===== src/rtl/pic_pkg.sv =====
package pic_pkg;
  typedef enum logic [2:0] {
    ST_IDLE,
    ST_REQ,
    ST_WAITV,
    ST_BR1,
    ST_BR2
  } pic_state_e;
endpackage


===== src/rtl/pic_sync.sv =====
module pic_sync #(
  parameter int W = 9
) (
  input  logic         clk,
  input  logic         rst_n,
  input  logic [W-1:0] d,
  output logic [W-1:0] q
);
  always_ff @(posedge clk) begin
    if (!rst_n) q <= '0;
    else        q <= d;
  end
endmodule


===== src/rtl/pic_enc.sv =====
// Highest set bit, returned as a level: 0 = none, bit i -> i+1
module pic_enc #(
  parameter int W  = 9,
  parameter int LW = 4
) (
  input  logic [W-1:0]  v,
  output logic [LW-1:0] lvl
);
  function automatic logic [LW-1:0] hi_lvl(input logic [W-1:0] x);
    logic [LW-1:0] r;
    r = '0;
    for (int i = 0; i < W; i++)
      if (x[i]) r = LW'(i + 1);
    return r;
  endfunction

  assign lvl = hi_lvl(v);
endmodule


===== src/rtl/pic_nest.sv =====
module pic_nest #(
  parameter int NL = 9
) (
  input  logic          clk,
  input  logic          rst_n,
  input  logic [NL-1:0] sel_oh,
  input  logic [NL-1:0] cur_oh,
  input  logic          lat_set,
  input  logic          lat_clr,
  input  logic          commit,
  input  logic          ret,
  output logic [NL-1:0] latch_q,
  output logic [NL-1:0] nest_q,
  output logic          ret_err
);
  logic [NL-1:0] ret_clr;
  assign ret_clr = ret ? cur_oh : '0;

  always_ff @(posedge clk) begin
    if (!rst_n) begin
      latch_q <= '0;
      nest_q  <= '0;
      ret_err <= 1'b0;
    end else begin
      latch_q <= (latch_q | (lat_set ? sel_oh : '0))
                 & ~(lat_clr ? sel_oh : '0) & ~ret_clr;
      nest_q  <= (nest_q | (commit ? sel_oh : '0)) & ~ret_clr;
      ret_err <= ret && (nest_q == '0);
    end
  end
endmodule


===== src/rtl/prio_irq_ctrl.sv =====
module prio_irq_ctrl #(
  parameter int N_SRC   = 8,
  parameter int VEC_W   = 8,
  parameter int TMO_CYC = 16,
  localparam int NL     = N_SRC + 1,
  localparam int LVL_W  = $clog2(N_SRC + 2)
) (
  input  logic             clk,
  input  logic             rst_n,
  input  logic [N_SRC-1:0] irq_in,
  input  logic             nmi_in,
  input  logic             glob_en,
  input  logic [N_SRC-1:0] src_mask,
  output logic             cpu_int_req,
  input  logic             cpu_ack,
  output logic [NL-1:0]    dev_ack,
  input  logic             dev_vec_valid,
  input  logic [VEC_W-1:0] dev_vec,
  output logic             vec_valid,
  output logic [VEC_W-1:0] vec_out,
  output logic             bus_err,
  input  logic             cpu_ret,
  output logic             ret_err,
  output logic [LVL_W-1:0] cur_lvl,
  output logic [NL-1:0]    latch_q,
  output logic [NL-1:0]    nest_q
);
  import pic_pkg::*;

  localparam int TMO_W = $clog2(TMO_CYC + 1);

  function automatic logic [NL-1:0] lvl_oh(input logic [LVL_W-1:0] l);
    logic [NL-1:0] r;
    for (int i = 0; i < NL; i++) r[i] = (l == LVL_W'(i + 1));
    return r;
  endfunction

  pic_state_e       state;
  logic [NL-1:0]    req_s, pend;
  logic [LVL_W-1:0] win_lvl, sel_lvl;
  logic [NL-1:0]    sel_oh, cur_oh;
  logic [TMO_W-1:0] tmo_cnt;
  logic [VEC_W-1:0] vec_q;
  logic             bus_err_q;
  logic             win_fire, lat_set, commit_evt, berr_evt;

  pic_sync #(.W(NL)) u_sync (
    .clk(clk), .rst_n(rst_n), .d({nmi_in, irq_in}), .q(req_s)
  );

  assign pend = {req_s[N_SRC], req_s[N_SRC-1:0] & ~src_mask & {N_SRC{glob_en}}};

  pic_enc #(.W(NL), .LW(LVL_W)) u_pend_enc (.v(pend),   .lvl(win_lvl));
  pic_enc #(.W(NL), .LW(LVL_W)) u_cur_enc  (.v(nest_q), .lvl(cur_lvl));

  assign win_fire   = win_lvl > cur_lvl;
  assign sel_oh     = lvl_oh(sel_lvl);
  assign cur_oh     = lvl_oh(cur_lvl);
  assign lat_set    = (state == ST_REQ) && cpu_ack;
  assign commit_evt = (state == ST_WAITV) && dev_vec_valid;
  assign berr_evt   = (state == ST_WAITV) && !dev_vec_valid
                      && (tmo_cnt == TMO_W'(TMO_CYC - 1));

  pic_nest #(.NL(NL)) u_nest (
    .clk(clk), .rst_n(rst_n), .sel_oh(sel_oh), .cur_oh(cur_oh),
    .lat_set(lat_set), .lat_clr(berr_evt), .commit(commit_evt),
    .ret(cpu_ret), .latch_q(latch_q), .nest_q(nest_q), .ret_err(ret_err)
  );

  always_ff @(posedge clk) begin
    if (!rst_n) begin
      state     <= ST_IDLE;
      sel_lvl   <= '0;
      tmo_cnt   <= '0;
      vec_q     <= '0;
      bus_err_q <= 1'b0;
    end else begin
      bus_err_q <= berr_evt;
      unique case (state)
        ST_IDLE: if (win_fire) begin
          sel_lvl <= win_lvl;
          state   <= ST_REQ;
        end
        ST_REQ: if (cpu_ack) begin
          tmo_cnt <= '0;
          state   <= ST_WAITV;
        end
        ST_WAITV: begin
          if (dev_vec_valid) begin
            vec_q <= dev_vec;
            state <= ST_BR1;
          end else if (berr_evt) begin
            state <= ST_IDLE;
          end else begin
            tmo_cnt <= tmo_cnt + 1'b1;
          end
        end
        ST_BR1:  state <= ST_BR2;
        ST_BR2:  state <= ST_IDLE;
        default: state <= ST_IDLE;
      endcase
    end
  end

  assign cpu_int_req = (state == ST_REQ);
  assign dev_ack     = (state == ST_WAITV) ? sel_oh : '0;
  assign vec_valid   = (state == ST_BR2);
  assign vec_out     = vec_q;
  assign bus_err     = bus_err_q;
endmodule


===== config.mk =====
export PLATFORM = sky130hd
export DESIGN_NAME = prio_irq_ctrl
export DESIGN_NICKNAME = d
export VERILOG_FILES = /design/src/rtl/pic_pkg.sv /design/src/rtl/pic_sync.sv /design/src/rtl/pic_enc.sv /design/src/rtl/pic_nest.sv /design/src/rtl/prio_irq_ctrl.sv
export SDC_FILE = /design/constraint.sdc
export NUM_CORES = 1
export LEC_CHECK = 0
export BUFFER_PORTS_ARGS = -buffer_cell sky130_fd_sc_hd__buf_2
export CAP_MARGIN = 20
export CORE_MARGIN = 3
export CORE_UTILIZATION = 40
export CTS_CLUSTER_DIAMETER = 80
export DETAILED_ROUTE_END_ITERATION = 16
export GPL_TIMING_DRIVEN = 0
export HOLD_SLACK_MARGIN = 0.05
export PLACE_DENSITY_LB_ADDON = 0.15
export SLEW_MARGIN = 20
export SYNTH_ARGS = -nofsm -noshare
export SYNTH_HDL_FRONTEND = slang
export SYNTH_SLANG_ARGS = --single-unit
export TNS_END_PERCENT = 5

===== constraint.sdc =====
create_clock -name clk -period 2.7 [get_ports clk]
set_clock_uncertainty 0.15 [all_clocks]
set_input_delay 0.81 -clock clk [delete_from_list [all_inputs] [get_ports clk]]
set_output_delay 0.81 -clock clk [all_outputs]
set_load 0.05 [all_outputs]

* Yosys cells after proc, flatten, opt, wreduce, memory -nomap -nowiden
Cells that the tools add are included.
Storage, ports and cells: register bits 49, bits in latches 0, bits in writable memories 0, bits in read-only memories 0, input port bits 31, output and inout bits 43, logic and storage cells 94, memories 0
Operators by class: add/sub/neg operators 1, multiply operators 0, div/mod/pow operators 0, order comparisons 1, equality and inequality tests 28, shifts and indexed selects 0, multiplexer cells 32, bitwise gates (word level) 10, reduce and logical (&&, ||, !) cells 13
Operators by type and width (count):
- $mux 9 | 5
- $mux 3 | 12
- $eq 4x3->1 const B | 8
- $and 9x9->9 | 3
- $not 9->9 | 2
- $or 9x9->9 | 2
- $and 8x8->8 | 2
- $eq 4x2->1 const B | 4
- $eq 4x4->1 const B | 4
- $mux 4 | 4
- $mux 5 | 3
- $pmux 3 s4 | 1
- $pmux 5 s2 | 1
- $logic_not 9->1 | 1
- $eq 4x1->1 const B | 2
- $mux 2 | 4
- $not 8->8 | 1
- $eq 3x2->1 const B | 2
- $ne 2x2->1 const B | 3
- $add 5x1->5 const B | 1
- $eq 5x4->1 const B | 1
- $logic_and 1x1->1 | 5
- $gt 4x4->1 | 1
- $reduce_and 2->1 | 2
- other kinds (10) | 11

* Depth between registers and ports, before layout
depth in word-level cells 15, depth in mapped cells 9, mapped depth without buffers 9

* Modules after synthesis
From an unflattened synthesis, not the netlist that was laid out.
Unflattened totals: cells, all modules 292, area, all modules 2482.4 sq um
By module, submodules not included:
- prio_irq_ctrl | times used 1, cells each 178, area each 1337.5 sq um, seq. area each 420.4 sq um
- pic_nest | times used 1, cells each 72, area each 763.2 sq um, seq. area each 380.4 sq um
- pic_sync | times used 1, cells each 18, area each 236.5 sq um, seq. area each 180.2 sq um
- pic_enc | times used 2, cells each 12, area each 72.6 sq um, seq. area each 0.0 sq um

* Least setup slack after synthesis
No wires, ideal clock.
path kind flip-flop to output port, from reg state[2], to out dev_ack[7], data arrival time 2358 ps, required time 1740 ps, slack -618 ps, cell stages (with the launch flop) 4, path buffers 1, cell sequence dfxtp_1 > or3b_4 > clkbuf_1 > nor4_1
On the way: cells in the longest elaborated chain, start to end 2
RTL lines:
- start: declaration | line prio_irq_ctrl.sv:38 | pic_state_e state;
- start signal: assignment | line prio_irq_ctrl.sv:72 | state <= ST_IDLE;
- start signal: assignment | line prio_irq_ctrl.sv:82 | state <= ST_REQ;
- start signal: assignment | line prio_irq_ctrl.sv:86 | state <= ST_WAITV;
- $eq 3x2->1 | line prio_irq_ctrl.sv:106 | assign dev_ack = (state == ST_WAITV) ? sel_oh : '0;
- $mux 9 | line prio_irq_ctrl.sv:106
- end: declaration | line prio_irq_ctrl.sv:16 | output logic [NL-1:0] dev_ack,
No other way between the ends.

* Final worst setup path
from reg sel_lvl[0], to out dev_ack[0]
On the way: cells in the longest elaborated chain, start to end 2
RTL lines:
- start: declaration | line prio_irq_ctrl.sv:40 | logic [LVL_W-1:0] win_lvl, sel_lvl;
- start signal: assignment | line prio_irq_ctrl.sv:81 | sel_lvl <= win_lvl;
- $eq 4x1->1 | line prio_irq_ctrl.sv:34 | for (int i = 0; i < NL; i++) r[i] = (l == LVL_W'(i + 1));
- $mux 9 | line prio_irq_ctrl.sv:106
No other way between the ends.

==> results.py <==
metrics = {
    "run_status": {
        "status": "finished, final reports clean",
    },
    "power_and_ir_drop": {
        "vdd_drop_max_mv": 0.253,
        "powerDensity_mw_per_mm2": 542,
        "p_int_mw": 1.22,
        "power.share.clock_pct": 37.0,
        "p_sw_mw": 0.445,
        "pwr-share-seq_pct": 45.8,
        "swShare_pct": 26.7,
        "leakagePower_nw": 1.38,
        "p_comb_share_pct": 17.2,
    },
    "logic_synthesis": {
        "synth-compound-area-share_pct": 20.3,
        "syn-cell-area_mm2": 0.00242,
        "yosys.area_share.simple_pct": 29.7,
        "synthXorXnorAreaFrac_pct": 0.725,
        "synth_edf_count": 0,
        "ys_async_sr_fraction_pct": 0,
        "synth_top_family_by_area": "simple AND/OR/NAND/NOR gates",
        "ys.flop_type": "dfxtp_1",
        "syn_inst": 286,
        "muxShareOfSynthArea_pct": 1.04,
        "syn_avg_cell_area_um2": 8.45,
        "synth_cell_type_count": 54,
        "synth_nets": 323,
        "ys_ff_latch": 49,
        "ys_seq_area_share_pct": 40.6,
        "yosys.area_share.adder_pct": 3.11,
        "ys_warn_count": 0,
    },
    "sta": {
        "period_share_pct": 96.9,
        "max_freq_mhz": 382,
        "worst_pin_slew_ns": 0.640,
        "setup_viol": 0,
        "slew_viol_final": 0,
        "setup_ws_ns": 0.0838,
        "finalHoldViolCount": 0,
        "slew_headroom_pct": 56.7,
        "rsz0062_at_grt": "yes",
        "period_minus_slack_ns": 2.62,
    },
    "placed_design": {
        "io_buffer_count": 73,
        "dpl.hpwl_mm": 4.82,
        "placed_cell_area_mm2": 0.00289,
        "place_ws_ns": -0.317,
        "place_congestion": 0.842,
    },
    "clocking": {
        "clock_sinks": 49,
        "post_cts_buffers": 0,
        "clk_pin_slew_ns": 0.09,
        "cts_tree": "done",
        "cts_root_buf": "clkbuf_8",
        "clk_latency_ns": 0.31,
        "cts_made_buffers": 5,
        "htree_levels": 2,
        "clk_path_buf_depth": 2,
    },
    "routing": {
        "vias_per_cell": 5.40,
        "firstDrtPassIters": 4,
        "routed-wl-met3_um": 487,
        "met2WireLength_mm": 2.93,
        "first_iter_violations": 158,
        "met1_length_mm": 2.99,
        "ant_nets": 0,
        "vias": 2364,
        "drc": 0,
        "highest_layer": "met4",
        "routedWlPerCell_um": 14.8,
        "routed_wl_mm": 6.48,
    },
    "cells_and_area": {
        "nNetsFinal": 402,
        "design_area_mm2": 0.00308,
        "final_util_pct": 54.3,
        "drive_gt1_share_pct": 28.7,
        "syn_to_final_growth_pct": 27.4,
        "antenna_cells": 0,
    },
    "floorplan": {
        "die_y_um": 83.7,
        "start_util_pct": 42.6,
        "core.rowCount": 27,
        "die_width_um": 83.7,
        "core_area_mm2": 0.00568,
        "ioPinCount": 74,
        "die_area_mm2": 0.00701,
    },
    "setup_path": {
        "cp_max_fo": 10,
        "arrival_ns": 1.66,
        "crit_type": "register to output pin",
        "reg2reg_setup_slack_ns": 0.27,
        "cp-end-kind": "output pin",
        "startpoint_type": "register",
        "required_ns": 1.74,
    },
    "global_routing": {
        "first_global_vias": 2231,
        "gr-total-overflow": 0,
        "antenna_found_initial": 0,
        "grt_max_degree": 16,
        "grt_usage_pct": 18.3,
        "grt_pass1_wl_mm": 10.7,
    },
    "run": {
        "maxCapViolations": 0,
    },
    "hold_path": {
        "min-delay-path-class": "register to register",
    },
}
[path summary, 6_finish.rpt]
| path | startpoint | to | cells after the start |
|---|---|---|---|
| setup / recovery | sel_lvl[0] | dev_ack[0] | 4 |
| hold / removal | vec_out[4] | vec_out[4] | 2 |
| setup reg to reg | u_nest.nest_q[5] | sel_lvl[0] | 8 |
| hold reg to reg | vec_out[4] | vec_out[4] | 2 |
[placed cells by master (no fill, tap or decap), types with 2 or more instances in the layout]
cell	count
nand3_1	3
o211ai_1	3
nor2_1	37
o31a_1	2
and4b_1	3
or4b_4	2
and2_1	10
bufinv_16	2
clkbuf_1	9
nor2_2	2
a21o_1	4
o22ai_1	4
a21oi_1	15
a31oi_1	2
clkbuf_4	3
nor3_1	7
o21a_1	2
clkbuf_8	5
ha_1	6
nand2_1	32
nor2b_1	6
nor2b_2	2
inv_1	11
o21ai_1	2
dfxtp_1	48
a211oi_1	6
nand2b_1	5
o311a_1	3
o211a_1	3
o21ai_0	3
o22a_1	3
xnor2_1	2
nand4bb_1	5
and3_1	3
a311oi_1	5
o21bai_1	2
nor3b_1	4
buf_2	72
buf_6	2
[power groups by stage]
stage	sequential, mW	combinational, mW	clock [mW]
global route	0.769	0.315	0.664
detailed placement	0.779	0.274	0
CTS	0.763	0.276	0.633
global placement	0.779	0.270	0
finish	0.764	0.287	0.617
floorplan	0.797	0.179	0
[through the flow]
step                      std cells  total power [mW]  hold slack, ns  setup TNS (ns)
after floorplan                 286             0.976           0.315         -0.0623
after global placement          431              1.05           0.289           -1.19
after detailed placement        431              1.05           0.294           -1.17
after CTS                       438              1.67           0.306         -0.0234
after global routing            438              1.75           0.331         -0.0287
final                           438              1.67           0.304               0
[Yosys cell counts, drive strengths merged (5+ instances only)]
cell / number / share of area [%]
a211oi: 7 / 2.2
a21oi: 15 / 3.1
a311oi: 5 / 1.8
and2: 10 / 2.6
buf: 5 / 1.3
clkbuf: 10 / 1.6
dfxtp: 49 / 41
ha: 6 / 3.1
inv: 11 / 1.7
nand2: 32 / 5.0
nand2b: 5 / 1.3
nand4bb: 5 / 2.3
nor2: 39 / 6.2
nor2b: 8 / 2.1
nor3: 8 / 1.7
o21ai: 5 / 1.0
[state kept, by name, indices dropped and copies added (netlist names)]
name / flops
bus_err: 1
sel_lvl: 4
state: 3
tmo_cnt: 5
u_nest.latch_q: 9
u_nest.nest_q: 9
u_nest.ret_err: 1
u_sync.q: 9
vec_out: 8
[metal layers]
layer,vias to the layer above,global-route usage (%)
met5,-,0
met4,0,4.39
met3,5,3.55
met2,79,29.6
met1,1096,25.2
li1,1184,-
[logic make-up after synthesis]
| kind of cell | Yosys count |
|---|---|
| adders and majority gates | 6 |
| and+or+nand+nor | 133 |
| xor gates and xnor gates | 2 |
| muxes | 2 |
| buffers and inverters | 26 |
| DFF | 49 |
| AOI/OAI and AO/OA | 68 |
[final cells by class]
type                    instances  area, um^2
fillers                       576        2590
well taps                      72        90.1
multi-input cells             211        1390
plain buffers                  14        67.6
clock buffers                   5        68.8
flip-flops and latches         49         982
clock inverters                 3        65.1
repair buffers                 73         379
inverters                      11        41.3
[repair_timing]
item                                    in CTS  in global routing
endpoints found under the setup margin      10                  9
gates cloned                                 0                  0
pin swaps                                    0                  0
hold buffers                                 0                  0
gates resized for setup                      5                 13
[worst max-delay path: stages (launching register included)]
cell and delay (ns):
dfxtp_1 0.34, clkbuf_4 0.21, or4b_4 0.52, nor2_2 0.12
buf_6 0.16
(Power assumes the default switching activity.)
